[src/rtl/i2c_srx_pkg.sv]
package i2c_srx_pkg;
   localparam logic [7:0] ST_OWN_W     = 8'h60;
   localparam logic [7:0] ST_GC_W      = 8'h70;
   localparam logic [7:0] ST_OWN_DACK  = 8'h80;
   localparam logic [7:0] ST_OWN_DNACK = 8'h88;
   localparam logic [7:0] ST_GC_DACK   = 8'h90;
   localparam logic [7:0] ST_GC_DNACK  = 8'h98;
   localparam logic [7:0] ST_END       = 8'hA0;
   localparam logic [7:0] ST_IDLE      = 8'hF8;

   typedef enum logic [1:0] {
      PH_IDLE = 2'd0,
      PH_RECV = 2'd1,
      PH_ACK  = 2'd2
   } phase_t;
endpackage

[src/rtl/i2c_srx_linemon.sv]
module i2c_srx_linemon (
   input  logic clk,
   input  logic rst_n,
   input  logic scl_i,
   input  logic sda_i,
   output logic scl_rise,
   output logic scl_fall,
   output logic start_det,
   output logic stop_det
);
   logic scl_q;
   logic sda_q;

   always_ff @(posedge clk or negedge rst_n) begin
      if (!rst_n) begin
         scl_q <= 1'b1;
         sda_q <= 1'b1;
      end else begin
         scl_q <= scl_i;
         sda_q <= sda_i;
      end
   end

   assign scl_rise  = ~scl_q & scl_i;
   assign scl_fall  = scl_q & ~scl_i;
   // SDA moving while SCL stays high marks a bus condition
   assign start_det = scl_q & scl_i & sda_q & ~sda_i;
   assign stop_det  = scl_q & scl_i & ~sda_q & sda_i;
endmodule

[src/rtl/i2c_srx_shifter.sv]
module i2c_srx_shifter #(
   parameter int BYTE_W = 8
) (
   input  logic              clk,
   input  logic              rst_n,
   input  logic              clear,
   input  logic              sample,
   input  logic              bit_in,
   output logic [BYTE_W-1:0] byte_q,
   output logic              full
);
   localparam int CNT_W = $clog2(BYTE_W + 1);
   localparam logic [CNT_W-1:0] CNT_FULL = CNT_W'(BYTE_W);

   logic [CNT_W-1:0] cnt_q;

   assign full = (cnt_q == CNT_FULL);

   always_ff @(posedge clk or negedge rst_n) begin
      if (!rst_n) begin
         cnt_q  <= '0;
         byte_q <= '0;
      end else if (clear) begin
         cnt_q  <= '0;
      end else if (sample && !full) begin
         cnt_q  <= cnt_q + 1'b1;
         byte_q <= {byte_q[BYTE_W-2:0], bit_in};
      end
   end
endmodule

[src/rtl/i2c_srx_regs.sv]
module i2c_srx_regs #(
   parameter int BYTE_W     = 8,
   parameter int ADDR_W     = 7,
   parameter bit GC_SUPPORT = 1'b1
) (
   input  logic              clk,
   input  logic              rst_n,
   input  logic              addr_we,
   input  logic [BYTE_W-1:0] addr_wdata,
   input  logic              ctl_we,
   input  logic              ctl_en,
   input  logic              ctl_aa,
   output logic [ADDR_W-1:0] own_addr,
   output logic              gc_en,
   output logic              en,
   output logic              aa
);
   always_ff @(posedge clk or negedge rst_n) begin
      if (!rst_n) begin
         own_addr <= '0;
         en       <= 1'b0;
         aa       <= 1'b0;
      end else begin
         if (addr_we) own_addr <= addr_wdata[BYTE_W-1:1];
         if (ctl_we) begin
            en <= ctl_en;
            aa <= ctl_aa;
         end
      end
   end

   generate
      if (GC_SUPPORT) begin : g_gc
         logic gc_q;
         always_ff @(posedge clk or negedge rst_n) begin
            if (!rst_n)       gc_q <= 1'b0;
            else if (addr_we) gc_q <= addr_wdata[0];
         end
         assign gc_en = gc_q;
      end else begin : g_no_gc
         assign gc_en = 1'b0;
      end
   endgenerate
endmodule

[src/rtl/i2c_slave_rx.sv]
module i2c_slave_rx
   import i2c_srx_pkg::*;
#(
   parameter int BYTE_W     = 8,
   parameter int ADDR_W     = 7,
   parameter bit GC_SUPPORT = 1'b1
) (
   input  logic              clk,
   input  logic              rst_n,
   input  logic              scl_i,
   input  logic              sda_i,
   output logic              sda_oe,
   output logic              scl_oe,
   input  logic              addr_we,
   input  logic [BYTE_W-1:0] addr_wdata,
   input  logic              ctl_we,
   input  logic              ctl_en,
   input  logic              ctl_aa,
   input  logic              flag_clr,
   output logic              irq_flag,
   output logic [7:0]        status,
   output logic [BYTE_W-1:0] rx_data
);
   generate
      if (ADDR_W != BYTE_W - 1) begin : g_bad_addr_w
         $error("ADDR_W must be BYTE_W-1");
      end
      if (BYTE_W < 2) begin : g_bad_byte_w
         $error("BYTE_W must be at least 2");
      end
   endgenerate

   logic scl_rise, scl_fall, start_det, stop_det;
   logic [ADDR_W-1:0] own_addr;
   logic gc_en, en_q, aa_q;
   logic [BYTE_W-1:0] rx_byte;
   logic byte_full;

   phase_t phase_q;
   logic   addressed_q;
   logic   gc_mode_q;
   logic   addr_byte_q;
   logic   ack_ok_q;
   logic   ack_drv_q;

   i2c_srx_linemon u_mon (
      .clk(clk), .rst_n(rst_n), .scl_i(scl_i), .sda_i(sda_i),
      .scl_rise(scl_rise), .scl_fall(scl_fall),
      .start_det(start_det), .stop_det(stop_det)
   );

   i2c_srx_regs #(.BYTE_W(BYTE_W), .ADDR_W(ADDR_W), .GC_SUPPORT(GC_SUPPORT)) u_regs (
      .clk(clk), .rst_n(rst_n),
      .addr_we(addr_we), .addr_wdata(addr_wdata),
      .ctl_we(ctl_we), .ctl_en(ctl_en), .ctl_aa(ctl_aa),
      .own_addr(own_addr), .gc_en(gc_en), .en(en_q), .aa(aa_q)
   );

   logic in_recv, byte_end, ack_end, shift_clr, shift_smp;
   assign in_recv   = (phase_q == PH_RECV);
   assign byte_end  = in_recv & scl_fall & byte_full;
   assign ack_end   = (phase_q == PH_ACK) & scl_fall;
   assign shift_clr = start_det | ack_end;
   assign shift_smp = in_recv & scl_rise;

   i2c_srx_shifter #(.BYTE_W(BYTE_W)) u_shift (
      .clk(clk), .rst_n(rst_n), .clear(shift_clr), .sample(shift_smp),
      .bit_in(sda_i), .byte_q(rx_byte), .full(byte_full)
   );

   // address decode on the completed byte
   logic is_gc, may_ack, hit_gc, hit_own;
   assign is_gc   = (rx_byte == '0);
   assign may_ack = en_q & aa_q;
   assign hit_gc  = may_ack & gc_en & is_gc;
   assign hit_own = may_ack & ~is_gc & ~rx_byte[0] & (rx_byte[BYTE_W-1:1] == own_addr);

   logic [7:0] ev_code;
   always_comb begin
      if (addr_byte_q)    ev_code = gc_mode_q ? ST_GC_W : ST_OWN_W;
      else if (gc_mode_q) ev_code = ack_ok_q ? ST_GC_DACK : ST_GC_DNACK;
      else                ev_code = ack_ok_q ? ST_OWN_DACK : ST_OWN_DNACK;
   end

   always_ff @(posedge clk or negedge rst_n) begin
      if (!rst_n) begin
         phase_q     <= PH_IDLE;
         addressed_q <= 1'b0;
         gc_mode_q   <= 1'b0;
         addr_byte_q <= 1'b0;
         ack_ok_q    <= 1'b0;
         ack_drv_q   <= 1'b0;
         irq_flag    <= 1'b0;
         status      <= ST_IDLE;
         rx_data     <= '0;
      end else begin
         if (flag_clr) begin
            irq_flag <= 1'b0;
            status   <= ST_IDLE;
         end
         if (start_det || stop_det) begin
            if (addressed_q) begin
               irq_flag <= 1'b1;
               status   <= ST_END;
            end
            addressed_q <= 1'b0;
            gc_mode_q   <= 1'b0;
            ack_drv_q   <= 1'b0;
            addr_byte_q <= start_det;
            phase_q     <= start_det ? PH_RECV : PH_IDLE;
         end else begin
            unique case (phase_q)
               PH_RECV: begin
                  if (byte_end) begin
                     if (addr_byte_q) begin
                        if (hit_own || hit_gc) begin
                           addressed_q <= 1'b1;
                           gc_mode_q   <= hit_gc;
                           ack_ok_q    <= 1'b1;
                           ack_drv_q   <= 1'b1;
                           phase_q     <= PH_ACK;
                        end else begin
                           phase_q     <= PH_IDLE;
                        end
                     end else begin
                        rx_data   <= rx_byte;
                        ack_ok_q  <= may_ack;
                        ack_drv_q <= may_ack;
                        phase_q   <= PH_ACK;
                     end
                  end
               end
               PH_ACK: begin
                  if (ack_end) begin
                     ack_drv_q   <= 1'b0;
                     irq_flag    <= 1'b1;
                     status      <= ev_code;
                     addr_byte_q <= 1'b0;
                     if (ack_ok_q) begin
                        phase_q <= PH_RECV;
                     end else begin
                        addressed_q <= 1'b0;
                        phase_q     <= PH_IDLE;
                     end
                  end
               end
               default: ;
            endcase
         end
      end
   end

   assign sda_oe = ack_drv_q;
   assign scl_oe = irq_flag & (status != ST_END);
endmodule

[config.mk]
export PLATFORM = sky130hd
export DESIGN_NAME = i2c_slave_rx
export DESIGN_NICKNAME = d
export VERILOG_FILES = /design/src/rtl/i2c_srx_pkg.sv /design/src/rtl/i2c_srx_linemon.sv /design/src/rtl/i2c_srx_shifter.sv /design/src/rtl/i2c_srx_regs.sv /design/src/rtl/i2c_slave_rx.sv
export SDC_FILE = /design/constraint.sdc
export NUM_CORES = 1
export LEC_CHECK = 0
export BUFFER_PORTS_ARGS = -buffer_cell sky130_fd_sc_hd__buf_2
export CAP_MARGIN = 20
export CORE_MARGIN = 1
export CORE_UTILIZATION = 45
export CTS_BUF_LIST = sky130_fd_sc_hd__clkbuf_4 sky130_fd_sc_hd__clkbuf_8
export CTS_CLUSTER_SIZE = 24
export DETAILED_ROUTE_END_ITERATION = 12
export PLACE_DENSITY = 0.77
export SKIP_CTS_REPAIR_TIMING = 1
export SLEW_MARGIN = 10
export SYNTH_ARGS = -nofsm -noshare
export SYNTH_HDL_FRONTEND = slang
export SYNTH_HIERARCHICAL = 1
export SYNTH_SLANG_ARGS = --single-unit
[constraint.sdc]
create_clock -name clk -period 4.4 [get_ports clk]
set_input_delay 0.44 -clock clk [delete_from_list [all_inputs] [get_ports clk]]
set_output_delay 0.44 -clock clk [all_outputs]
set_load 0.02 [all_outputs]
==> impl_metrics.tcl, run 1 <==
set metrics [dict create \
    outcome "complete, no violations" \
    dpl_cell_area_sq_mm 0.00258 \
    syn2layout_area_growth_pct 14.9 \
    synth.avg_cell_area_sq_um 12.1 \
    clockRootBuffer "clkbuf_8" \
    nFillCells 428 \
    synth.net_count 216 \
    max_freq_ghz 0.476 \
    grt.total_usage_pct 18.1 \
    drv_slew 0 \
    grt_pass1_wl_microns 7420 \
    diodes 0 \
    wl_per_cell_microns 14.2 \
    dp_slack_ps 2260 \
    clk-insertion-delay-late_ps 300 \
    coreArea_sq_mm 0.00488 \
    setup_slack_ps 2300 \
    cts_tree "done" \
    grt_pass1_vias 1572 \
    htreeDepth 2 \
    period_share_pct 47.7 \
    synth_edf_count 0 \
    dieHeight_microns 74.3 \
    hold_violations 0 \
    via_count 1607 \
    setup_tns_ps 0 \
    synth_ff_type "dfrtp_1" \
    worstSetupEndpointType "output port" \
    setup_viol 0 \
    antenna_left 0 \
    syn_area_sq_mm 0.00235 \
    required_ps 3960 \
    clk_pin_slew_ps 80 \
    gr-total-overflow 0 \
    ys_seq_area_share_pct 51.4 \
    first_pass_iters 4 \
    rsz0062_at_grt "false" \
    min-delay-path-class "in -> async" \
    wirelength_microns 4260 \
    ff2ff_setup_slack_ps 2310 \
    startpoint_type "flop" \
    cts_sinks 48 \
    cts_made_buffers 5 \
    cp_max_fo 3 \
    p_leak_nw 1.34 \
    io_pins 36 \
    worstSetupPathType "reg -> out" \
    cts_buffer_depth 2 \
    antenna_found_initial 0 \
    die_x_microns 74.3 \
    skew_ps 5.97 \
    gp_congestion 0.846 \
    drive_gt1_share_pct 36.8 \
    cp.arrival_ps 1660 \
    grt_max_degree 49 \
    synth_seq_cells 48 \
    synthesis.instances 195 \
    pwr_density_cell_mw_per_mm2 456 \
    dp_hpwl_microns 3080 \
    postLayoutCellArea_sq_mm 0.00270 \
    final_common_cell "dfrtp_1" \
    rr_startpoint "u_mon/scl_q$_DFF_PN1_" \
    yosysWarnings 6 \
    synth.distinct_cells 51 \
    initial_core_util_pct 48.2 \
    final_cell_mix "dfrtp_1, buf_2, mux2_2" \
    max_slew.worst_pin.slew_ps 489 \
    drt_iter0_drc 156 \
    min_period_ps 2100 \
    dieArea_sq_mm 0.00552 \
    worst_r2r_path_depth 5 \
    reg2reg_to "rx_data[5]$_DFFE_PN0P_" \
    final_nets 254 \
    synthArstFlopShare_pct 100 \
    drc 0 \
    portBuffers 35 \
    via_per_inst 5.34 \
    maxCapViolations 0 \
    row_count 25 \
    slew_headroom_pct 67.4 \
    worst_ir_drop_vdd_mv 0.179 \
]
worst max path at each step:
| stage | slack, ps | start | endpoint |
|---|---|---|---|
| after global routing | 2150 | u_mon/sda_q$_DFF_PN1_ | status[1]$_DFF_PN0_ |
| after CTS | 2280 | status[4]$_DFF_PN1_ | scl_oe |
| after floorplan | 2430 | u_mon/sda_q$_DFF_PN1_ | rx_data[0]$_DFFE_PN0P_ |
| after detailed placement | 2260 | sda_i | rx_data[6]$_DFFE_PN0P_ |
| final | 2300 | status[4]$_DFF_PN1_ | scl_oe |
| after global placement | 2290 | sda_i | rx_data[4]$_DFFE_PN0P_ |
sequential cells by signal (all words and copies together) (netlist names):
| register | flops |
|---|---|
| u_regs/en | 1 |
| u_shift/byte_q | 8 |
| irq_flag | 1 |
| addressed_q | 1 |
| ack_ok_q | 1 |
| rx_data | 8 |
| u_regs/aa | 1 |
| u_mon/scl_q | 1 |
| u_regs/gc_en | 1 |
| phase_q | 2 |
| gc_mode_q | 1 |
| u_regs/own_addr | 7 |
| addr_byte_q | 1 |
| status | 8 |
| u_shift/cnt_q | 4 |
| sda_oe | 1 |
| u_mon/sda_q | 1 |
stage by stage:
stage	utilization [%]	total power [mW]	std cells	hold WS, ps
6_report	55.4	1.23	301	14.5
5_1_grt	55.4	1.32	301	10.8
4_1_cts	55.0	1.24	300	259
3_5_place_dp	52.9	0.956	292	487
3_3_place_gp	52.9	0.945	292	485
2_1_floorplan	-	0.858	195	144
report_power, final:
part           switching [mW]  total, mW  internal [mW]
Combinational           0.202      0.365          0.163
Sequential             0.0681      0.584          0.516
Clock                   0.134      0.284          0.150
layer usage:
layer | vias to the layer above | wire [microns] | part of all wire, % | GRT usage, %
met5 | - | 0 | 0 | 0
met4 | 0 | 31 | 0.73 | 6.29
met3 | 4 | 171 | 4.0 | 4.47
met2 | 46 | 2040 | 48 | 29.2
met1 | 785 | 2020 | 47 | 24.0
li1 | 772 | - | - | -
cell usage after synthesis (5+ instances only):
cell type / n / share of area, %
nor2_1: 9 / 1.4
dfstp_2: 7 / 7.8
nor4_1: 5 / 1.3
xor2_1: 8 / 3.0
mux2_2: 18 / 8.6
nand3_1: 6 / 1.3
nand2_1: 14 / 2.2
dfrtp_1: 41 / 44
mux2_4: 8 / 5.1
inv_1: 11 / 1.8
worst max-delay path, stage by stage, from the launching register on:
cell and delay, ps:
dfstp_2 380, or4_1 520, o41a_1 320, buf_2 160
area by class of cell:
cell class / count / area [sq um] / share of cell area, %
tap: 67 / 83.8 / 3.10
multi-input combinational: 131 / 1070 / 39.6
inverter: 11 / 41.3 / 1.53
clock buffer: 8 / 104 / 3.84
sequential: 48 / 1210 / 44.7
timing repair buffer: 36 / 195 / 7.22
cell families after synthesis:
kind of cell | synth area share (%)
xor+xnor | 2.98
flops | 51.4
simple gates | 16.3
compound gates | 9.52
mux | 14.6
buf+inv | 3.08
fa+ha+maj | 2.13
(Power assumes the default switching activity.)
==> inputs of run 2 (changes only) <==
- PLACE_DENSITY: 0.77 -> 0.79
- clock period: 4.4 -> 1.8 ns (I/O delays scaled with it)
==> impl_metrics.tcl, run 2 (synthesis gave the netlist of run 1 again) <==
set metrics [dict create \
    cp.arrival_ps 2230 \
    rsz0062_at_grt "true" \
    grt_max_degree 26 \
    diodes 0 \
    postLayoutCoreUtil_pct 62.8 \
    io_pins 36 \
    hold_violations 0 \
    clk_pin_slew_ps 90 \
    seqCellArea_sq_mm 0.00121 \
    cts_made_buffers 5 \
    cp_max_fo 5 \
    setup_tns_ps -1990 \
    startpoint_type "flop" \
    period_share_pct 113 \
    syn2layout_area_growth_pct 30.3 \
    wl_per_cell_microns 15.5 \
    final_common_cell "dfrtp_1" \
    setup_slack_ps -227 \
    initial_core_util_pct 48.2 \
    htreeDepth 2 \
    slew_headroom_pct 61.4 \
    cts_sinks 48 \
    worst_ir_drop_vdd_mv 0.436 \
    worstSetupPathType "reg -> reg" \
    maxCapViolations 0 \
    max_freq_ghz 0.493 \
    drt_iter0_drc 126 \
    p_leak_nw 1.51 \
    critical-path-top-delay-family "simple AND/OR/NAND/NOR gates" \
    cts_buffer_depth 2 \
    largest_registers "rx_data x8, status x8, u_shift/byte_q x8" \
    wirelength_microns 5120 \
    antenna_found_initial 0 \
    nFillCells 405 \
    drive_gt1_share_pct 50.4 \
    gp_congestion 0.892 \
    final_nets 284 \
    multi_input_area_sq_mm 0.00121 \
    worst_r2r_path_depth 5 \
    grt_pass1_vias 1750 \
    total_power_mw 3.45 \
    endpoint "rx_data[7]$_DFFE_PN0P_" \
    crit_buf_inv 0 \
    worstSetupEndpointType "flop" \
    dp_hpwl_microns 3520 \
    min_period_ps 2030 \
    setup_viol 10 \
    drc 0 \
    reg2reg_to "rx_data[7]$_DFFE_PN0P_" \
    via_per_inst 5.43 \
    outcome "finished, violations left" \
    drv_slew 0 \
    grt.total_usage_pct 19.6 \
    portBuffers 35 \
    cp-startpoint "u_mon/sda_q$_DFF_PN1_" \
    worst-path-stages 5 \
    row_count 25 \
    max_slew.worst_pin.slew_ps 579 \
    first_pass_iters 4 \
    path_cells "and4b_1 > or2_4 > or3_4 > nor2_8 > mux2_4" \
    required_ps 2000 \
    die_x_microns 74.3 \
    clk-insertion-delay-late_ps 310 \
    rr_startpoint "u_mon/sda_q$_DFF_PN1_" \
    final_cell_mix "dfrtp_1, buf_2, buf_4" \
    antenna_left 0 \
    ff2ff_setup_slack_ps -230 \
    coreArea_sq_mm 0.00488 \
    slowest_delay_ps 530 \
    grt_pass1_wl_microns 8100 \
    pwr_density_cell_mw_per_mm2 1130 \
    via_count 1796 \
    skew_ps 3.08 \
    min-delay-path-class "in -> reg" \
    cp_slowest_cell "dfstp_2" \
    violations "negative setup slack" \
    gr-total-overflow 0 \
    dieHeight_microns 74.3 \
    dieArea_sq_mm 0.00552 \
    clockRootBuffer "clkbuf_8" \
    cts_tree "done" \
]
run 2: cell count changes in the layout (fill, tap and decap cells not counted), moves of 2 or more:
cell    change
buf_4      +27
buf_6       +2
mux2_2      -8
mux2_4      +8
nor4_1      -4
nor4_2      +4
run 2: cell type report:
cell class / count / share of cell area [%]
clock inverters: 2 / 0.449
multi-input cells: 132 / 39.4
repair buffers: 65 / 13.9
well taps: 67 / 2.73
flip-flops and latches: 48 / 39.5
inverters: 11 / 1.35
clock buffers: 6 / 2.69
run 2: worst min path at each step:
stage | to | start | depth (start not counted) | slack, ps
after global routing | u_mon/scl_q$_DFF_PN1_ | scl_i | 1 | 20
after detailed placement | u_shift/cnt_q[3]$_DFFE_PN0P_ | rst_n | 1 | 200
after global placement | u_shift/cnt_q[3]$_DFFE_PN0P_ | rst_n | 1 | 190
after floorplan | ack_ok_q$_DFFE_PN0P_ | rst_n | 0 | -120
final | u_mon/scl_q$_DFF_PN1_ | scl_i | 1 | 10
after CTS | u_shift/cnt_q[3]$_DFFE_PN0P_ | rst_n | 1 | -140
run 2: where the power goes:
group          internal [mW]  leakage (nW)  switching (mW)
logic                  0.658         0.853           0.674
clock network          0.315        0.0516           0.376
registers               1.26         0.606           0.166
run 2: per-stage QoR:
step / setup WS (ps) / hold WS [ps] / std cells / cell area, sq um
4_1_cts: -223 / -136 / 328 / 2900
3_3_place_gp: -188 / 186 / 320 / 2800
5_1_grt: -285 / 18.2 / 331 / 3070
3_5_place_dp: -215 / 195 / 320 / 2800
2_1_floorplan: -172 / -116 / 195 / 2350
6_report: -227 / 13.6 / 331 / 3070
run 2: worst register-to-register path, delay by kind of cell, from the launching register on:
family           cells  cell delay [ps]
muxes                1              320
and+or+nand+nor      4             1070
DFF                  1              530
run 2: metal layers:
layer	global-route usage [%]	vias to the layer above	share of wire, %
met3	3.93	14	5.3
met4	7.97	0	1.5
met5	0	-	0
met1	25.7	885	44
met2	31.9	63	49
li1	-	834	-
==> inputs of run 3 (changes only) <==
- GPL_TIMING_DRIVEN: unset -> 0
==> impl_metrics.tcl, run 3 (synthesis gave the netlist of run 1 again) <==
set metrics [dict create \
    cp.arrival_ps 2190 \
    clkPwrFrac_pct 23.9 \
    hold_violations 0 \
    first_pass_iters 4 \
    rsz0062_at_grt "true" \
    p_sw_mw 1.08 \
    syn2layout_area_growth_pct 26.1 \
    power.internal_mw 2.14 \
    min_period_ps 2000 \
    antenna_left 0 \
    slew_headroom_pct 57.8 \
    rr_startpoint "u_mon/sda_q$_DFF_PN1_" \
    grt.total_usage_pct 17.7 \
    htreeDepth 2 \
    drt_iter0_drc 100 \
    grt_pass1_wl_microns 7200 \
    antenna_found_initial 0 \
    row_count 25 \
    cts_buffer_depth 2 \
    wl_per_cell_microns 15.0 \
    max_freq_ghz 0.499 \
    cts_tree "done" \
    drv_slew 0 \
    drive_gt1_share_pct 46.4 \
    hp-start "scl_i" \
    startpoint_type "flop" \
    cts_sinks 48 \
    p_seq_share_pct 43.6 \
    min-delay-path-class "in -> reg" \
    drc 0 \
    coreArea_sq_mm 0.00488 \
    multi_input_area_sq_mm 0.00118 \
    setup_slack_ps -203 \
    via_count 1680 \
    cts_made_buffers 5 \
    p_comb_share_pct 32.5 \
    wirelength_microns 4770 \
    grt_max_degree 49 \
    io_pins 36 \
    cp-startpoint "u_mon/sda_q$_DFF_PN1_" \
    required_ps 1990 \
    postLayoutCellArea_sq_mm 0.00297 \
    cp_max_fo 5 \
    violations "negative setup slack" \
    nFillCells 413 \
    final_common_cell "dfrtp_1" \
    die_x_microns 74.3 \
    stdcell_count 317 \
    switching_share_pct 33.4 \
    grt_pass1_vias 1554 \
    setup_tns_ps -1960 \
    p_leak_nw 1.45 \
    worstSetupPathType "reg -> reg" \
    gp_congestion 0.823 \
    clk-insertion-delay-late_ps 300 \
    seqCellArea_sq_mm 0.00121 \
    outcome "finished, violations left" \
    skew_ps 3.08 \
    gr-total-overflow 0 \
    via_per_inst 5.30 \
    maxCapViolations 0 \
    period_share_pct 111 \
    dieArea_sq_mm 0.00552 \
    initial_core_util_pct 48.2 \
    largest_registers "rx_data x8, status x8, u_shift/byte_q x8" \
    clockRootBuffer "clkbuf_8" \
    postLayoutCoreUtil_pct 60.8 \
    max_slew.worst_pin.slew_ps 633 \
    setup_viol 14 \
    portBuffers 34 \
    final_cell_mix "dfrtp_1, buf_2, mux2_4" \
    dp_hpwl_microns 3030 \
    hold_ws_ps 24.6 \
    pwr_density_cell_mw_per_mm2 1090 \
    dpl_cell_area_sq_mm 0.00261 \
    clk_pin_slew_ps 90 \
    dieHeight_microns 74.3 \
    dpl.cell_count 296 \
    worstSetupEndpointType "flop" \
    final_nets 270 \
    diodes 0 \
    worst_ir_drop_vdd_mv 0.835 \
]
[run 3: per-stage QoR]
stage	total power [mW]	worst slack, ps
after global routing	3.44	-243
after global placement	2.32	-291
after floorplan	2.10	-172
after CTS	3.13	-335
final	3.22	-203
after detailed placement	2.35	-304
[run 3: final timing paths]
path | end | slack, ps | cells past startpoint
setup / recovery | rx_data[5]$_DFFE_PN0P_ | -200 | 5
hold / removal | u_mon/scl_q$_DFF_PN1_ | 20 | 1
setup reg to reg | rx_data[5]$_DFFE_PN0P_ | -200 | 5
hold reg to reg | status[2]$_DFF_PN0_ | 500 | 1
max in group asynchronous | u_mon/sda_q$_DFF_PN1_ | 760 | 3
min in group asynchronous | u_shift/cnt_q[2]$_DFFE_PN0P_ | 430 | 2
[run 3: final cells by class]
cell class              instances  area share (%)
clock buffers                   5            2.32
plain buffers                   5            1.31
inverters                      11            1.48
well taps                      67            2.83
multi-input cells             132            39.9
repair buffers                 46            9.95
clock inverters                 3            1.43
flip-flops and latches         48            40.8
[run 3: worst max-delay path, stage by stage, from the launching register on]
cell and delay (ps):
dfstp_2 530, and4b_1 200, or2_4 250, or3_4 390, nor2_8 200, mux2_4 320
[run 3: layer usage]
metal	up-vias	routed length, microns	share of wire (%)	global-route usage, %
li1	803	-	-	-
met5	-	0	0	0
met4	0	32	0.67	6.92
met2	40	2450	51	27.3
met3	2	185	3.9	5.15
met1	835	2100	44	23.7
[run 3: power by group through the flow]
stage | clock (mW) | sequential [mW] | combinational, mW
floorplan | 0 | 1.44 | 0.654
global placement | 0 | 1.41 | 0.904
detailed placement | 0 | 1.42 | 0.930
CTS | 0.792 | 1.40 | 0.935
global route | 0.837 | 1.43 | 1.18
finish | 0.769 | 1.40 | 1.05
